File: src/rtl/exc_vec_pkg.sv
package exc_vec_pkg;

  localparam int CAUSE_W = 4;
  localparam int NSRC    = 4;

  typedef enum logic [CAUSE_W-1:0] {
    CS_RESET    = 4'd0,
    CS_MCHK     = 4'd1,
    CS_IPI      = 4'd2,
    CS_TIMER    = 4'd3,
    CS_DEVICE   = 4'd4,
    CS_MEMFLT   = 4'd5,
    CS_UNALIGN  = 4'd6,
    CS_ILLEGAL  = 4'd7,
    CS_ARITH    = 4'd8,
    CS_FPOFF    = 4'd9,
    CS_TRAPCALL = 4'd10
  } cause_e;

  // Interrupt source index: higher index wins arbitration.
  localparam int SRC_DEV  = 0;
  localparam int SRC_TMR  = 1;
  localparam int SRC_IPI  = 2;
  localparam int SRC_MCHK = 3;

  // Highest priority level at which a source is still eligible.
  function automatic int src_ceiling(int idx);
    return 3 + idx;
  endfunction

  function automatic cause_e src_cause(int idx);
    case (idx)
      SRC_DEV: return CS_DEVICE;
      SRC_TMR: return CS_TIMER;
      SRC_IPI: return CS_IPI;
      default: return CS_MCHK;
    endcase
  endfunction

endpackage

File: src/rtl/irq_level_arb.sv
module irq_level_arb
  import exc_vec_pkg::*;
#(
  parameter int IPL_W = 3
) (
  input  logic             clk,
  input  logic             rst_n,
  input  logic [NSRC-1:0]  irq_req,
  input  logic [IPL_W-1:0] ipl,
  input  logic             priv,
  output logic [NSRC-1:0]  grant,
  output logic             pick_valid,
  output cause_e           pick_cause
);

  logic [NSRC-1:0] level_open;
  logic [NSRC-1:0] eligible;

  for (genvar g = 0; g < NSRC; g++) begin : g_src
    localparam int LIM = src_ceiling(g);
    assign level_open[g] = (32'(ipl) <= LIM);
    assign eligible[g]   = irq_req[g] & level_open[g] & ~priv;
  end

  // Later (higher-index) sources overwrite earlier ones: fall-through priority.
  always_comb begin
    grant      = '0;
    pick_cause = CS_RESET;
    for (int i = 0; i < NSRC; i++) begin
      if (eligible[i]) begin
        grant      = '0;
        grant[i]   = 1'b1;
        pick_cause = src_cause(i);
      end
    end
  end

  assign pick_valid = |grant;

  AST_ONE_GRANT: assert property (@(posedge clk) disable iff (!rst_n)
    $onehot0(grant));
  AST_PRIV_BLOCKS: assert property (@(posedge clk) disable iff (!rst_n)
    priv |-> (grant == '0));
  AST_DEV_MASKED: assert property (@(posedge clk) disable iff (!rst_n)
    grant[SRC_DEV] |-> (32'(ipl) <= 3));
  AST_MCHK_WINS: assert property (@(posedge clk) disable iff (!rst_n)
    (irq_req[SRC_MCHK] && !priv && 32'(ipl) <= 6) |-> grant[SRC_MCHK]);

endmodule

File: src/rtl/entry_offset_calc.sv
module entry_offset_calc
  import exc_vec_pkg::*;
#(
  parameter int CODE_W      = 8,
  parameter int OFF_W       = 14,
  parameter int VEC_SLOT_LG = 7,
  parameter int TRAP_SLOT_LG = 6
) (
  input  cause_e             cause,
  input  logic [CODE_W-1:0]  code,
  output logic [OFF_W-1:0]   offset
);

  localparam logic [OFF_W-1:0] TRAP_PRIV_BASE   = OFF_W'(1) << (OFF_W - 2);
  localparam logic [OFF_W-1:0] TRAP_UNPRIV_BASE = OFF_W'(1) << (OFF_W - 1);

  logic [CAUSE_W-1:0] cause_v;
  logic [OFF_W-1:0]   trap_base;
  logic [OFF_W-1:0]   trap_slot;

  assign cause_v   = cause;
  assign trap_base = code[CODE_W-1] ? TRAP_UNPRIV_BASE : TRAP_PRIV_BASE;
  assign trap_slot = OFF_W'(code[CODE_W-2:0]) << TRAP_SLOT_LG;

  always_comb begin
    if (cause == CS_TRAPCALL) begin
      offset = trap_base + trap_slot;
    end else if (cause_v <= CAUSE_W'(CS_FPOFF)) begin
      offset = OFF_W'(cause_v) << VEC_SLOT_LG;
    end else begin
      offset = OFF_W'(CS_ILLEGAL) << VEC_SLOT_LG;
    end
  end

endmodule

File: src/rtl/vec_entry_reg.sv
module vec_entry_reg #(
  parameter int XLEN = 64
) (
  input  logic            clk,
  input  logic            rst_n,
  input  logic            take,
  input  logic [XLEN-1:0] new_pc,
  input  logic [XLEN-1:0] new_saved,
  output logic            taken_q,
  output logic [XLEN-1:0] pc_q,
  output logic [XLEN-1:0] saved_q,
  output logic            priv_q
);

  always_ff @(posedge clk) begin
    if (!rst_n) begin
      taken_q <= 1'b0;
      pc_q    <= '0;
      saved_q <= '0;
      priv_q  <= 1'b0;
    end else begin
      taken_q <= take;
      if (take) begin
        pc_q    <= new_pc;
        saved_q <= new_saved;
        priv_q  <= 1'b1;
      end
    end
  end

  AST_NO_BACK2BACK: assert property (@(posedge clk) disable iff (!rst_n)
    taken_q |=> !taken_q);
  AST_ENTRY_PRIV: assert property (@(posedge clk) disable iff (!rst_n)
    taken_q |-> priv_q);

endmodule

File: src/rtl/exc_vector_arb.sv
module exc_vector_arb
  import exc_vec_pkg::*;
#(
  parameter int XLEN   = 64,
  parameter int IPL_W  = 3,
  parameter int CODE_W = 8,
  parameter int OFF_W  = 14
) (
  input  logic              clk,
  input  logic              rst_n,
  input  logic              irq_dev,
  input  logic              irq_tmr,
  input  logic              irq_ipi,
  input  logic              irq_mchk,
  input  logic              exc_valid,
  output logic              exc_ready,
  input  logic [3:0]        exc_cause,
  input  logic [CODE_W-1:0] exc_code,
  input  logic [XLEN-1:0]   cur_pc,
  input  logic              cur_priv,
  input  logic [IPL_W-1:0]  cur_ipl,
  input  logic [XLEN-1:0]   fw_base,
  output logic              ent_taken,
  output logic [XLEN-1:0]   ent_pc,
  output logic [XLEN-1:0]   ent_saved,
  output logic              ent_priv
);

  logic [NSRC-1:0]   irq_vec;
  logic [NSRC-1:0]   grant;
  logic              pick_valid;
  cause_e            pick_cause;
  logic              exc_fire;
  logic              irq_go;
  logic              take;
  cause_e            sel_cause;
  logic [CODE_W-1:0] sel_code;
  logic [OFF_W-1:0]  offset;
  logic [XLEN-1:0]   new_pc;
  logic [XLEN-1:0]   new_saved;

  always_comb begin
    irq_vec           = '0;
    irq_vec[SRC_DEV]  = irq_dev;
    irq_vec[SRC_TMR]  = irq_tmr;
    irq_vec[SRC_IPI]  = irq_ipi;
    irq_vec[SRC_MCHK] = irq_mchk;
  end

  irq_level_arb #(.IPL_W(IPL_W)) u_arb (
    .clk        (clk),
    .rst_n      (rst_n),
    .irq_req    (irq_vec),
    .ipl        (cur_ipl),
    .priv       (cur_priv),
    .grant      (grant),
    .pick_valid (pick_valid),
    .pick_cause (pick_cause)
  );

  // Busy for exactly the cycle the entry pulse is visible.
  assign exc_ready = ~ent_taken;
  assign exc_fire  = exc_valid & exc_ready;
  assign irq_go    = pick_valid & ~ent_taken;
  assign take      = exc_fire | irq_go;

  assign sel_cause = exc_fire ? cause_e'(exc_cause) : pick_cause;
  assign sel_code  = exc_fire ? exc_code : '0;

  entry_offset_calc #(.CODE_W(CODE_W), .OFF_W(OFF_W)) u_off (
    .cause  (sel_cause),
    .code   (sel_code),
    .offset (offset)
  );

  assign new_pc    = fw_base + XLEN'(offset);
  assign new_saved = {cur_pc[XLEN-1:1], cur_pc[0] | cur_priv};

  vec_entry_reg #(.XLEN(XLEN)) u_reg (
    .clk       (clk),
    .rst_n     (rst_n),
    .take      (take),
    .new_pc    (new_pc),
    .new_saved (new_saved),
    .taken_q   (ent_taken),
    .pc_q      (ent_pc),
    .saved_q   (ent_saved),
    .priv_q    (ent_priv)
  );

  AST_SAVED_MODE: assert property (@(posedge clk) disable iff (!rst_n)
    ent_taken |-> (ent_saved[0] == ($past(cur_pc[0]) | $past(cur_priv))));
  AST_IRQ_NOT_IN_PRIV: assert property (@(posedge clk) disable iff (!rst_n)
    (ent_taken && !$past(exc_valid && exc_ready)) |-> !$past(cur_priv));
  AST_ACCEPT_ENTERS: assert property (@(posedge clk) disable iff (!rst_n)
    (exc_valid && exc_ready) |=> ent_taken);
  AST_BUSY_IGNORES: assert property (@(posedge clk) disable iff (!rst_n)
    ent_taken |-> !exc_ready);

endmodule

File: config.mk
export PLATFORM = sky130hd
export DESIGN_NAME = exc_vector_arb
export DESIGN_NICKNAME = d
export VERILOG_FILES = /design/src/rtl/exc_vec_pkg.sv /design/src/rtl/irq_level_arb.sv /design/src/rtl/entry_offset_calc.sv /design/src/rtl/vec_entry_reg.sv /design/src/rtl/exc_vector_arb.sv
export SDC_FILE = /design/constraint.sdc
export NUM_CORES = 1
export LEC_CHECK = 0
export ABC_AREA = 1
export BUFFER_PORTS_ARGS = -buffer_cell sky130_fd_sc_hd__buf_2
export CAP_MARGIN = 20
export CORE_AREA = 5 5 136 236
export DETAILED_ROUTE_END_ITERATION = 6
export DIE_AREA = 0 0 141 241
export PLACE_DENSITY = 0.53
export SLEW_MARGIN = 25
export SYNTH_ARGS = -nofsm -noshare
export SYNTH_HDL_FRONTEND = slang
export SYNTH_HIERARCHICAL = 1
export SYNTH_SLANG_ARGS = --single-unit
File: constraint.sdc
create_clock -name clk -period 3.79 [get_ports clk]
set_clock_uncertainty 0.2 [all_clocks]
set_input_delay 0 -clock clk [delete_from_list [all_inputs] [get_ports clk]]
set_output_delay 0 -clock clk [all_outputs]
set_load 0.005 [all_outputs]
==> run_results.csv <==
group,metric,value,unit
status,outcome,"finished with violations",
status,violations,"hold timing",
drt,wl_per_cell,14.8,um
grt,grt_pass1_wl,52600,um
synth,syn_area,8850,um^2
grt,globalRouteOverflowTotal,0,
clocking,cts.sinks,130,
drt,num_vias,10200,
layout,area_delta_synth_final,43.4,%
floorplanning,start_util,29.7,%
synth,syn_area_per_cell,5.79,um^2
pwr,power,4.66,mW
drt,drtIter0Drc,456,
grt,antenna_found_initial,1,
grt,grt_max_degree,83,
placed_design,gp_congestion,0.990,
pwr,vdd.ir_drop.worst,0.305,mV
clocking,cts_root_buf,"clkbuf_16",
placed_design,dp_hpwl,27400,um
critical_path,crit_required,3.92,ns
timing,grt_setup_unrepaired,"true",
timing,drv_slew,0,
layout,drive_gt1_share,20.5,%
layout,nets,2110,
drt,first_pass_iters,5,
timing,hold_viol_final,1,
min_path,hp-class,"in2reg",
timing,setup_viol,0,
critical_path,cp-start-kind,"flop",
placed_design,pre_cts_slack,0.344,ns
timing,tns,0,ns
grt,grt_pass1_vias,10000,
floorplanning,coreArea,29800,um^2
floorplanning,rows,84,
clocking,cts_setup_buffers,0,
critical_path,criticalPathCategory,"reg2reg",
clocking,clk-insertion-delay-late,0.43,ns
floorplanning,die-area,34000,um^2
drt,ant_nets,0,
critical_path,reg2reg_slack,0.17,ns
grt,grt_usage,20.0,%
clocking,clk_pin_slew,0.06,ns
clocking,htree_levels,4,
synth,syn-instance-count,1528,
pwr,power_per_cell_area,367,nW/um^2
drt,via_per_inst,4.36,
layout,fillCellCount,3264,
floorplanning,boundaryPins,282,
floorplanning,die_w,141,um
clocking,cts_tree,"built",
timing,fmax,276,MHz
critical_path,cp.arrival,3.75,ns
pwr,leakage,7.19,nW
placed_design,portBuffers,281,
timing,holdWs,-0.0237,ns
timing,slew_headroom,50.3,%
clocking,cts_buffer_depth,2,
timing,fin_crit_sh,95.5,%
synth,ys_warn_count,6,
critical_path,cp_max_fo,6,
drt,drc,0,
timing,period_needed,3.62,ns
timing,setup_ws,0.171,ns
clocking,numCtsBuffers,17,
timing,tightestPinTransition,0.746,ns
critical_path,critPathCaptureType,"flop",
floorplanning,fp.dieH,241,um
drt,wl,34600,um
layout,post-route-util,42.5,%
flow_run,max_cap_violations,0,
-- final cells by class --
type                       instances  area [um^2]  share of cell area [%]
antenna                            1         2.50                  0.0197
clock inverter                    12          155                    1.22
tap                              387          484                    3.81
sequential                       130         2600                    20.5
clock buffer                      19          453                    3.57
multi-input combinational       1099         5000                    39.3
timing repair buffer             444         3060                    24.1
inverter                         251          942                    7.42
-- routing by layer --
layer / share of wire (%) / global-route usage [%] / wire length (um)
met5: 0 / 0 / 0
met4: 5.4 / 11.4 / 1890
met3: 3.8 / 3.01 / 1330
met2: 54 / 38.7 / 18800
met1: 36 / 20.1 / 12600
-- power by group --
part	internal, mW	leakage, nW	switching, mW
Combinational	0.568	5.81	0.758
Sequential	1.54	1.08	0.0831
Clock	1.07	0.296	0.648
Total	3.17	7.19	1.49
-- worst max-delay path, cell delays in order, from the launching register on --
cell           delay (ns)
dfxtp_1              0.32
inv_1                0.08
nand2_4              0.11
mux2_2               0.38
nor2_4               0.15
a21boi_1             0.19
ha_2                 0.33
nand2_1              0.17
inv_2                0.06
a21oi_2              0.21
nand2_1              0.10
nand2_1              0.06
nand2_1              0.04
nand2_1              0.11
nand2_1              0.07
nand2_1              0.05
nand2_1              0.06
inv_1                0.07
nand2_1              0.05
nand2_1              0.08
dlygate4sd3_1        0.57
nor2_1               0.04
-- state kept, by name, summed over array words and instances (netlist names) --
signal	flops
u_reg/priv_q	1
u_reg/saved_q	64
u_reg/pc_q	64
u_reg/taken_q	1
-- final timing paths --
path | cells past startpoint | from | to
worst max-delay path | 21 | u_reg/taken_q | u_reg/pc_q[35]
worst min-delay path | 7 | fw_base[8] | u_reg/pc_q[8]
worst max register to register | 21 | u_reg/taken_q | u_reg/pc_q[35]
worst min register to register | 2 | u_reg/priv_q | u_reg/priv_q
-- through the flow --
step / std cells / instance area [um^2] / hold slack [ns]
finish: 2343 / 12700 / -0.0237
global route: 2343 / 12700 / 0.0112
CTS: 2342 / 12600 / 0.0125
detailed placement: 2154 / 10500 / 0.0943
global placement: 2154 / 10500 / 0.0822
floorplan: 1533 / 8870 / -0.0118
-- placed cells by master (no fill, tap or decap), types with 5 or more instances in the layout --
master,count
nand2_1,516
nand4_1,30
a21oi_1,8
nor3_2,5
buf_2,280
nor2_4,6
nand3_1,61
nand2_2,16
xnor2_1,5
xor2_1,25
nor2_1,338
clkbuf_16,17
dfxtp_1,130
inv_1,233
dlygate4sd3_1,157
nand3b_1,11
nand3_2,5
ha_1,11
nor3_1,10
nor2_2,12
conb_1,7
inv_2,16
-- what timing repair did --
| action | 4_1_cts | 5_1_grt |
|---|---|---|
| hold endpoints to repair | 120 | 0 |
| endpoints found under the setup margin | 0 | 6 |
| gates resized for setup | 0 | 17 |
| hold buffers | 157 | 0 |
No activity file was read; power rests on OpenSTA's default activity.
